<file path="src/rtl/com_scan_pkg.sv">
package com_scan_pkg;
    typedef enum logic {
        S_TEXT = 1'b0,
        S_ICON = 1'b1
    } scan_state_t;
endpackage

</file>
<file path="src/rtl/com_scan_seq.sv">
module com_scan_seq
    import com_scan_pkg::*;
#(
    parameter int CLK_PER_COM = 16,
    parameter int COMS_2L     = 16,
    parameter int COMS_3L     = 24,
    parameter int SLOT_W      = 5
) (
    input  logic              clk,
    input  logic              rst_n,
    input  logic              line3,
    output logic [SLOT_W-1:0] slot,
    output logic [SLOT_W-1:0] last_text,
    output logic              icon_act,
    output logic              frame_start,
    output logic              frame_end
);
    localparam int TICK_W = (CLK_PER_COM > 1) ? $clog2(CLK_PER_COM) : 1;
    localparam logic [TICK_W-1:0] TICK_LAST = TICK_W'(CLK_PER_COM - 1);

    scan_state_t       state, state_nx;
    logic [TICK_W-1:0] tick, tick_nx;
    logic [SLOT_W-1:0] slot_nx;
    logic              tick_wrap;

    // state register
    always_ff @(posedge clk or negedge rst_n) begin
        if (!rst_n) begin
            state <= S_TEXT;
            tick  <= '0;
            slot  <= '0;
        end else begin
            state <= state_nx;
            tick  <= tick_nx;
            slot  <= slot_nx;
        end
    end

    // next state and outputs
    always_comb begin
        last_text   = line3 ? SLOT_W'(COMS_3L - 1) : SLOT_W'(COMS_2L - 1);
        tick_wrap   = (tick == TICK_LAST);
        tick_nx     = tick_wrap ? '0 : tick + 1'b1;
        state_nx    = state;
        slot_nx     = slot;
        icon_act    = 1'b0;
        frame_start = 1'b0;
        frame_end   = 1'b0;
        unique case (state)
            S_TEXT: begin
                frame_start = (slot == '0) && (tick == '0);
                if (tick_wrap) begin
                    if (slot >= last_text) begin   // TEXT_TO_ICON
                        state_nx = S_ICON;
                        slot_nx  = '0;
                    end else begin
                        slot_nx  = slot + 1'b1;
                    end
                end
            end
            S_ICON: begin
                icon_act  = 1'b1;
                frame_end = tick_wrap;
                if (tick_wrap) begin               // ICON_TO_TEXT
                    state_nx = S_TEXT;
                    slot_nx  = '0;
                end
            end
            default: state_nx = S_TEXT;
        endcase
    end
endmodule

</file>
<file path="src/rtl/com_row_map.sv">
module com_row_map #(
    parameter int ROWS_PER_LINE = 8,
    parameter int SLOT_W        = 5,
    parameter int ROW_W         = 3
) (
    input  logic [SLOT_W-1:0] phys,
    input  logic              line3,
    input  logic [1:0]        dh_code,
    input  logic [1:0]        shift_code,
    output logic [1:0]        ram_line,
    output logic [ROW_W-1:0]  glyph_row
);
    localparam logic [SLOT_W-1:0] ROWS_V = SLOT_W'(ROWS_PER_LINE);
    localparam logic [SLOT_W-1:0] DBL_V  = SLOT_W'(2 * ROWS_PER_LINE);

    logic              dbl_lo, dbl_hi;
    logic [1:0]        pos;
    logic [SLOT_W-1:0] half;

    always_comb begin
        dbl_lo = (dh_code == 2'b01) && (phys < DBL_V);
        dbl_hi = (dh_code == 2'b10) && line3 && (phys >= ROWS_V);
        half   = '0;
        if (dbl_lo) begin
            pos       = 2'd0;
            half      = phys >> 1;
            glyph_row = ROW_W'(half);
        end else if (dbl_hi) begin
            pos       = 2'd1;
            half      = (phys - ROWS_V) >> 1;
            glyph_row = ROW_W'(half);
        end else begin
            pos       = 2'(phys / ROWS_V);
            glyph_row = ROW_W'(phys % ROWS_V);
        end
        ram_line = pos + shift_code;
    end
endmodule

</file>
<file path="src/rtl/com_blink_div.sv">
module com_blink_div #(
    parameter int BLINK_FRAMES = 25
) (
    input  logic clk,
    input  logic rst_n,
    input  logic frame_end,
    output logic frame_tgl,
    output logic blink_ph
);
    localparam int CNT_W = $clog2(BLINK_FRAMES + 1);
    localparam logic [CNT_W-1:0] CNT_LAST = CNT_W'(BLINK_FRAMES - 1);

    logic [CNT_W-1:0] fcnt;

    always_ff @(posedge clk or negedge rst_n) begin
        if (!rst_n) begin
            fcnt      <= '0;
            frame_tgl <= 1'b0;
            blink_ph  <= 1'b0;
        end else if (frame_end) begin
            frame_tgl <= ~frame_tgl;
            if (fcnt == CNT_LAST) begin
                fcnt     <= '0;
                blink_ph <= ~blink_ph;
            end else begin
                fcnt <= fcnt + 1'b1;
            end
        end
    end
endmodule

</file>
<file path="src/rtl/com_scan_gen.sv">
module com_scan_gen #(
    parameter int CLK_PER_COM   = 16,
    parameter int ROWS_PER_LINE = 8,
    parameter int COMS_2L       = 16,
    parameter int COMS_3L       = 24,
    parameter int BLINK_FRAMES  = 25,
    localparam int SLOT_W       = $clog2(COMS_3L + 1),
    localparam int ROW_W        = $clog2(ROWS_PER_LINE)
) (
    input  logic              clk,
    input  logic              rst_n,
    input  logic              line3,
    input  logic              com_rev,
    input  logic [1:0]        dh_code,
    input  logic [1:0]        shift_code,
    output logic [SLOT_W-1:0] com_idx,
    output logic              icon_act,
    output logic [1:0]        ram_line,
    output logic [ROW_W-1:0]  glyph_row,
    output logic              frame_start,
    output logic              frame_tgl,
    output logic              blink_ph
);
    localparam logic [SLOT_W-1:0] ICON_IDX = SLOT_W'(COMS_3L);

    logic [SLOT_W-1:0] slot, last_text, phys;
    logic              frame_end;
    logic [1:0]        map_line;
    logic [ROW_W-1:0]  map_row;

    com_scan_seq #(
        .CLK_PER_COM(CLK_PER_COM), .COMS_2L(COMS_2L),
        .COMS_3L(COMS_3L), .SLOT_W(SLOT_W)
    ) u_seq (
        .clk(clk), .rst_n(rst_n), .line3(line3),
        .slot(slot), .last_text(last_text), .icon_act(icon_act),
        .frame_start(frame_start), .frame_end(frame_end)
    );

    assign phys = com_rev ? (last_text - slot) : slot;

    com_row_map #(
        .ROWS_PER_LINE(ROWS_PER_LINE), .SLOT_W(SLOT_W), .ROW_W(ROW_W)
    ) u_map (
        .phys(phys), .line3(line3), .dh_code(dh_code),
        .shift_code(shift_code), .ram_line(map_line), .glyph_row(map_row)
    );

    com_blink_div #(.BLINK_FRAMES(BLINK_FRAMES)) u_blink (
        .clk(clk), .rst_n(rst_n), .frame_end(frame_end),
        .frame_tgl(frame_tgl), .blink_ph(blink_ph)
    );

    always_comb begin
        com_idx   = icon_act ? ICON_IDX : phys;
        ram_line  = icon_act ? 2'd0 : map_line;
        glyph_row = icon_act ? '0 : map_row;
    end
endmodule

</file>
<file path="config.mk">
export PLATFORM = sky130hd
export DESIGN_NAME = com_scan_gen
export DESIGN_NICKNAME = d
export VERILOG_FILES = /design/src/rtl/com_scan_pkg.sv /design/src/rtl/com_scan_seq.sv /design/src/rtl/com_row_map.sv /design/src/rtl/com_blink_div.sv /design/src/rtl/com_scan_gen.sv
export SDC_FILE = /design/constraint.sdc
export NUM_CORES = 1
export LEC_CHECK = 0
export ABC_AREA = 1
export ABC_CLOCK_PERIOD_IN_PS = 5700
export BUFFER_PORTS_ARGS = -buffer_cell sky130_fd_sc_hd__buf_2
export CAP_MARGIN = 20
export CORE_ASPECT_RATIO = 0.8
export CORE_MARGIN = 1.5
export CORE_UTILIZATION = 26
export DETAILED_ROUTE_END_ITERATION = 6
export GPL_TIMING_DRIVEN = 0
export PLACE_DENSITY_LB_ADDON = 0.3
export SETUP_SLACK_MARGIN = 0.1
export SYNTH_ARGS = -nofsm -noshare
export SYNTH_HDL_FRONTEND = slang
export SYNTH_HIERARCHICAL = 1
export SYNTH_SLANG_ARGS = --single-unit
</file>
<file path="constraint.sdc">
create_clock -name clk -period 5.7 [get_ports clk]
set_input_delay 0.855 -clock clk [delete_from_list [all_inputs] [get_ports clk]]
set_output_delay 0.855 -clock clk [all_outputs]
set_load 0.1 [all_outputs]
</file>
### Word level (Yosys, flattened, before mapping)

Index checks and enable logic that the tools add are counted.

* add/subtract/negate cells: 6
* order comparisons: 3
* equal/unequal tests: 6
* mux-type cells: 22
* bitwise gates (word level): 3
* reductions and logical operators: 8

Operator list (number)
* 5-bit 2-to-1 mux: 7
* 5-bit by 1-bit adder with 5-bit output, second input constant: 2
* 5-bit one-hot mux with 2 select lines: 1
* 3-bit 2-to-1 mux: 3
* 1-bit 2-to-1 mux: 6
* 2-bit 2-to-1 mux: 3
* 5-bit equality test, second input constant: 1
* 5-bit by 4-bit greater-or-equal comparator with 1-bit output, second input constant: 1
* 5-bit greater-or-equal comparator: 1
* 5-bit logical NOT: 1
* 5-bit less-than comparator, second input constant: 1
* 5-bit subtractor: 1
* 4-bit by 1-bit adder with 4-bit output, second input constant: 1
* 4-bit equality test, second input constant: 1
* 1-bit logical AND: 4
* 4-bit logical NOT: 1
* 4-bit 2-to-1 mux: 1
* 2-bit AND reduction: 2
* 4-bit subtractor, second input constant: 1
* 1-bit inverter: 3
* 2-bit adder: 1
* 2-bit by 1-bit equality test with 1-bit output, second input constant: 1
* 2-bit equality test, second input constant: 1
* 2-bit by 1-bit != test with 1-bit output, second input constant: 1
* other kinds (2): 2

* register bits: 17
* input bits: 8
* word-level logic and storage cells: 54

### Depth between registers and ports, before layout

* depth in word-level cells: 9
* gate-level depth with buffers: 21

### By module

The synthesis kept the hierarchy.

By module, submodules not included
* com_scan_seq: times used 1, cells each 75, area each 631.9 um^2, sequential area each 250.2 um^2
* com_blink_div: times used 1, cells each 43, area each 355.3 um^2, sequential area each 175.2 um^2
* com_scan_gen: times used 1, cells each 62, area each 314.1 um^2, sequential area each 0.0 um^2
* com_row_map: times used 1, cells each 30, area each 157.7 um^2, sequential area each 0.0 um^2

### Least setup slack after synthesis

No wires, ideal clock.

* kind: register -> output
* start: reg u_seq.state
* end: out frame_start
* data arrival time: 3.929 ns
* required time: 4.845 ns
* path slack: 0.916 ns
* stages on the path, launching flop included: 4
* path through: dfrtp_1 -> inv_1 -> nand4_1 -> nor4_1

* cells in the longest elaborated chain, start to end: 1

Ends and longest elaborated chain
* from (decl): line com_scan_seq.sv:21 `scan_state_t state, state_nx;`
* from (signal assigned): line com_scan_seq.sv:33 `state <= state_nx;`
* 1-bit 2-to-1 mux: line com_scan_seq.sv:49 `unique case (state)`
* to (decl): line com_scan_gen.sv:20 `output logic frame_start,`

No other way between the ends.

### Worst setup path in the final report

* start: in line3
* end: out ram_line[1]

* cells in the longest elaborated chain, start to end: 9
* elaborated cells between the ends (all ways): 12
* those cells by class: 2 x add/sub; 2 x order compare; 5 x mux; 3 x reduce/logical

Ends and longest elaborated chain
* from (decl): line com_scan_gen.sv:12 `input logic line3,`
* 5-bit 2-to-1 mux *: line com_scan_seq.sv:41 `last_text = line3 ? SLOT_W'(COMS_3L - 1) : SLOT_W'(COMS_2L - 1);`
* net last_text[3]: line com_scan_gen.sv:26 `logic [SLOT_W-1:0] slot, last_text, phys;`
* 5-bit subtractor *: line com_scan_gen.sv:40 `assign phys = com_rev ? (last_text - slot) : slot;`
* 5-bit 2-to-1 mux *: line com_scan_gen.sv:40
* net phys[4]: line com_scan_gen.sv:26
* 5-bit by 4-bit greater-or-equal comparator with 1-bit output: line com_row_map.sv:22 `dbl_hi = (dh_code == 2'b10) && line3 && (phys >= ROWS_V);`
* 1-bit logical AND: line com_row_map.sv:22
* 2-bit 2-to-1 mux: line com_row_map.sv:28 `end else if (dbl_hi) begin`
* 2-bit 2-to-1 mux *: line com_row_map.sv:24 `if (dbl_lo) begin`
* 2-bit adder *: line com_row_map.sv:36 `ram_line = pos + shift_code;`
* net map_line[1]: line com_scan_gen.sv:28 `logic [1:0] map_line;`
* 2-bit 2-to-1 mux *: line com_scan_gen.sv:56 `ram_line = icon_act ? 2'd0 : map_line;`
* to (decl): line com_scan_gen.sv:18 `output logic [1:0] ram_line,`

Mark *: on every way through the listed nets, which the timed path passes. The rest lies on a longest branch.

==> results <==
- The post-CTS clock slew at the launch and capture registers of the worst setup and hold paths is about 0.07 ns.
- The count of buffers added on input and output ports is 21.
- Post-CTS timing repair inserted 0 buffers for setup.
- Counting along the longest clock path gives a buffer depth of 2.
- Once the clock tree was built, the resizer swapped 0 gates to a different size.
- CTS saw 17 sinks.
- The via count of the first global-routing pass is about 1200.
- Setup violations remaining at the end of the flow were counted as 0.
- The post-detailed-route wirelength per cell is 8.81 µm.
- The clock insertion delay at the later pin of the skew report is 0.25 ns.
- For this run, the top clock speed supported by timing is 237 MHz.
- CTS built an H-tree with a depth of 1.
- STA classifies the critical path startpoint as a primary input.
- The detailed router finished its first iteration with 52 violations.
- The root buffer cell is clkbuf_8.
- The total area of multi-input combinational cells is 851 µm².
- The remaining number of nets flagged by the antenna check after routing is 0.
- The final total negative setup slack is 0 ns.
- The repair_antennas step left the layout with diodes totalling 0.
- Relative to the synthesized area, the layout overhead comes to 17.6%.
- The leakage power of the design is 0.972 nW.
- For this run, the share of the core covered by cells in the final layout is 31.6%.
- The effective utilization at floorplan is 26.8%.
- The number of endpoints with negative hold slack in the final report came to 0.
- The die is 86.8 µm wide.
- After detailed routing, the total wire length is 2.78 mm.
- The required time at the endpoint of the critical path is 4.85 ns.
- Across the run, the number of max-cap violations was 0.
- In this run, post-CTS hold repair placed 0 buffers.
- The final critical delay including setup and external delays is 4.21 ns.
- The overflow left after global routing is 0.
- Routability-driven placement finished with a final weighted congestion of approximately 0.78.
- The top fanout value on the critical path is 5.
- The synthesized netlist contains 27 unique library cells.
- The number of vias after detailed routing is roughly 1300.
- The number of remaining DRC errors is 0.
- Of the cells placed in the final design, the portion with a size suffix greater than 1 is 21.9%.
- TritonCTS built the clock tree.
- The synthesized area divided by synthesized cell count is about 7 µm².
- The flow ran to the end, and the final reports show no timing, DRC or antenna violations.
- The category of the most critical setup path is primary input to output port.
- In the final design database the tool counted 260 nets.
- For this run, the number of Yosys warnings is 6.
- The core box area is 0.00544 mm².
- Global routing consumed, over all layers together, approximately 10% of the routing resources.
- The number of fillers in the final layout is 601.
- IR analysis of the VDD net gives a maximum drop of between 0.00006 and 0.00007 V.
- The via density per instance is 4.12.
- The post-synthesis cell count is 210.
- In the layout the commonest cells are 59 x nand2_1, 33 x inv_1, 22 x buf_2, 17 x dfrtp_1, 16 x nor2_1.
- The wire length of the first global-routing pass is approximately 5.1 mm.
- The number of max-slew violations in the final report is 0.
- The number of antenna violations at the first check in global routing is 0.
- The number of register bits inferred by synthesis is 17.
- The iteration count of the initial detailed-routing pass is 4.
- In the final layout, flip-flops and latches occupy between 400 and 500 µm².
- The die span in y is 70 µm.
- The sequential area share after synthesis is 29.2%.
- Summed over all nets, the half-perimeter wirelength after detailed placement is 2.30 mm.
- The initialized floorplan defines 24 standard-cell rows.
- TritonCTS created 3 clock buffers.
- In this run the count of I/O pins placed on the die edge is 22.
- The worst setup path is captured at an output port.
- The die covers slightly above 0.006 mm².
- The power per cell area is 178 mW/mm².
- The largest clock skew in the final design is 0.000513 ns.
- The combined area of all synthesized cells is 0.00146 mm².
- STA puts the critical path data arrival time at 3.36 ns.
- Setup repair after global routing left no endpoint under its margin.
- The maximum number of pins on one net before global-route repair is 18.
- The portion of the clock cycle consumed by the worst path in the final layout is 73.9%.
- The tightest min-delay check is of the flip-flop to flip-flop type.
- The most common cell after layout, fill and taps aside is nand2_1.
-- routing by layer --
| layer | wire (µm) | track usage [%] | vias to the layer above |
|---|---|---|---|
| li1 | - | - | 705 |
| met4 | 0 | 1.79 | 0 |
| met1 | 1430 | 13.9 | 579 |
| met2 | 1250 | 16.0 | 15 |
| met5 | 0 | 0 | - |
| met3 | 91 | 3.19 | 0 |
-- synth_stat cells (all sizes together) --
cell type,count,area share (%)
nor2,21,6.3
clkinv,2,0.86
fa,1,1.4
nand4,6,2.6
o21ai,7,2.7
buf,5,2.4
conb,1,0.26
and2,1,0.43
nand3b,2,1.0
nor4,1,0.43
nand3,16,7.2
inv,38,9.8
nand2,65,18
a21oi,8,3.3
ha,13,11
xor2,5,3.0
or2,1,0.43
dfrtp,17,29
-- sequential cells by signal (all words and copies together), names as in the netlist --
register / flops
u_blink/fcnt: 5
u_seq/slot: 5
u_seq/tick: 4
u_blink/blink_ph: 1
u_blink/frame_tgl: 1
u_seq/state: 1
-- logic make-up (layout without fill, tap and decap cells) --
| family | after synthesis | after routing | share of synthesized area (%) |
|---|---|---|---|
| xor+xnor | 5 | 5 | 3.00 |
| flops | 17 | 17 | 29.2 |
| simple gates | 113 | 113 | 36.1 |
| buf+inv | 45 | 70 | 13.0 |
| fa+ha+maj | 14 | 14 | 12.5 |
| other cells | 1 | 3 | 0.257 |
| compound gates | 15 | 15 | 5.92 |
-- final timing paths --
kind / start / endpoint / slack [ns] / cells past startpoint
setup / recovery: line3 / ram_line[1] / 1.49 / 19
hold / removal: u_blink/frame_tgl$_DFFE_PN0P_ / u_blink/frame_tgl$_DFFE_PN0P_ / 0.47 / 1
setup reg to reg: u_seq/tick[0]$_DFF_PN0_ / u_blink/blink_ph$_DFFE_PN0P_ / 4.10 / 8
hold reg to reg: u_blink/frame_tgl$_DFFE_PN0P_ / u_blink/frame_tgl$_DFFE_PN0P_ / 0.47 / 1
max in group asynchronous: rst_n / u_blink/blink_ph$_DFFE_PN0P_ / 4.92 / 1
min in group asynchronous: rst_n / u_seq/tick[1]$_DFF_PN0_ / 0.51 / 1
-- where the power goes --
group          switching, mW  internal [mW]  leakage, nW
registers                  0          0.121        0.228
logic                 0.0750         0.0192        0.718
clock network         0.0420         0.0485       0.0255
total                  0.117          0.188        0.972
-- final cells by class --
cell class              count  share of cell area (%)
multi-input cells         150                    49.6
flip-flops and latches     17                    24.8
inverters                  40                    9.04
repair buffers             21                    6.13
well taps                  78                    5.69
clock buffers               3                    2.41
plain buffers               5                    2.04
clock inverters             1                   0.292
-- through the flow --
stage	setup slack, ns	instance area, µm²	power (mW)	hold slack, ns	cells
global route	1.27	1720	0.324	0.488	315
detailed placement	1.47	1670	0.218	0.460	311
floorplan	0.916	1470	0.202	0.502	212
global placement	1.50	1670	0.217	0.458	311
finish	1.49	1720	0.305	0.467	315
CTS	1.47	1720	0.311	0.470	315
-- critical path, stage by stage --
cell and delay, ns:
buf_2 0.12, inv_1 0.07, ha_1 0.30, or2_1 0.23, nand2_1 0.07, nand2_1 0.05
nand3_1 0.08, nand2_1 0.13, nor2_1 0.15, nand2_2 0.10, inv_1 0.08, a21oi_1 0.04
ha_1 0.19, xor2_1 0.15, nand3b_1 0.15, nand2_1 0.06, inv_1 0.04, nor2_1 0.07
buf_2 0.42
(Power assumes the default switching activity.)
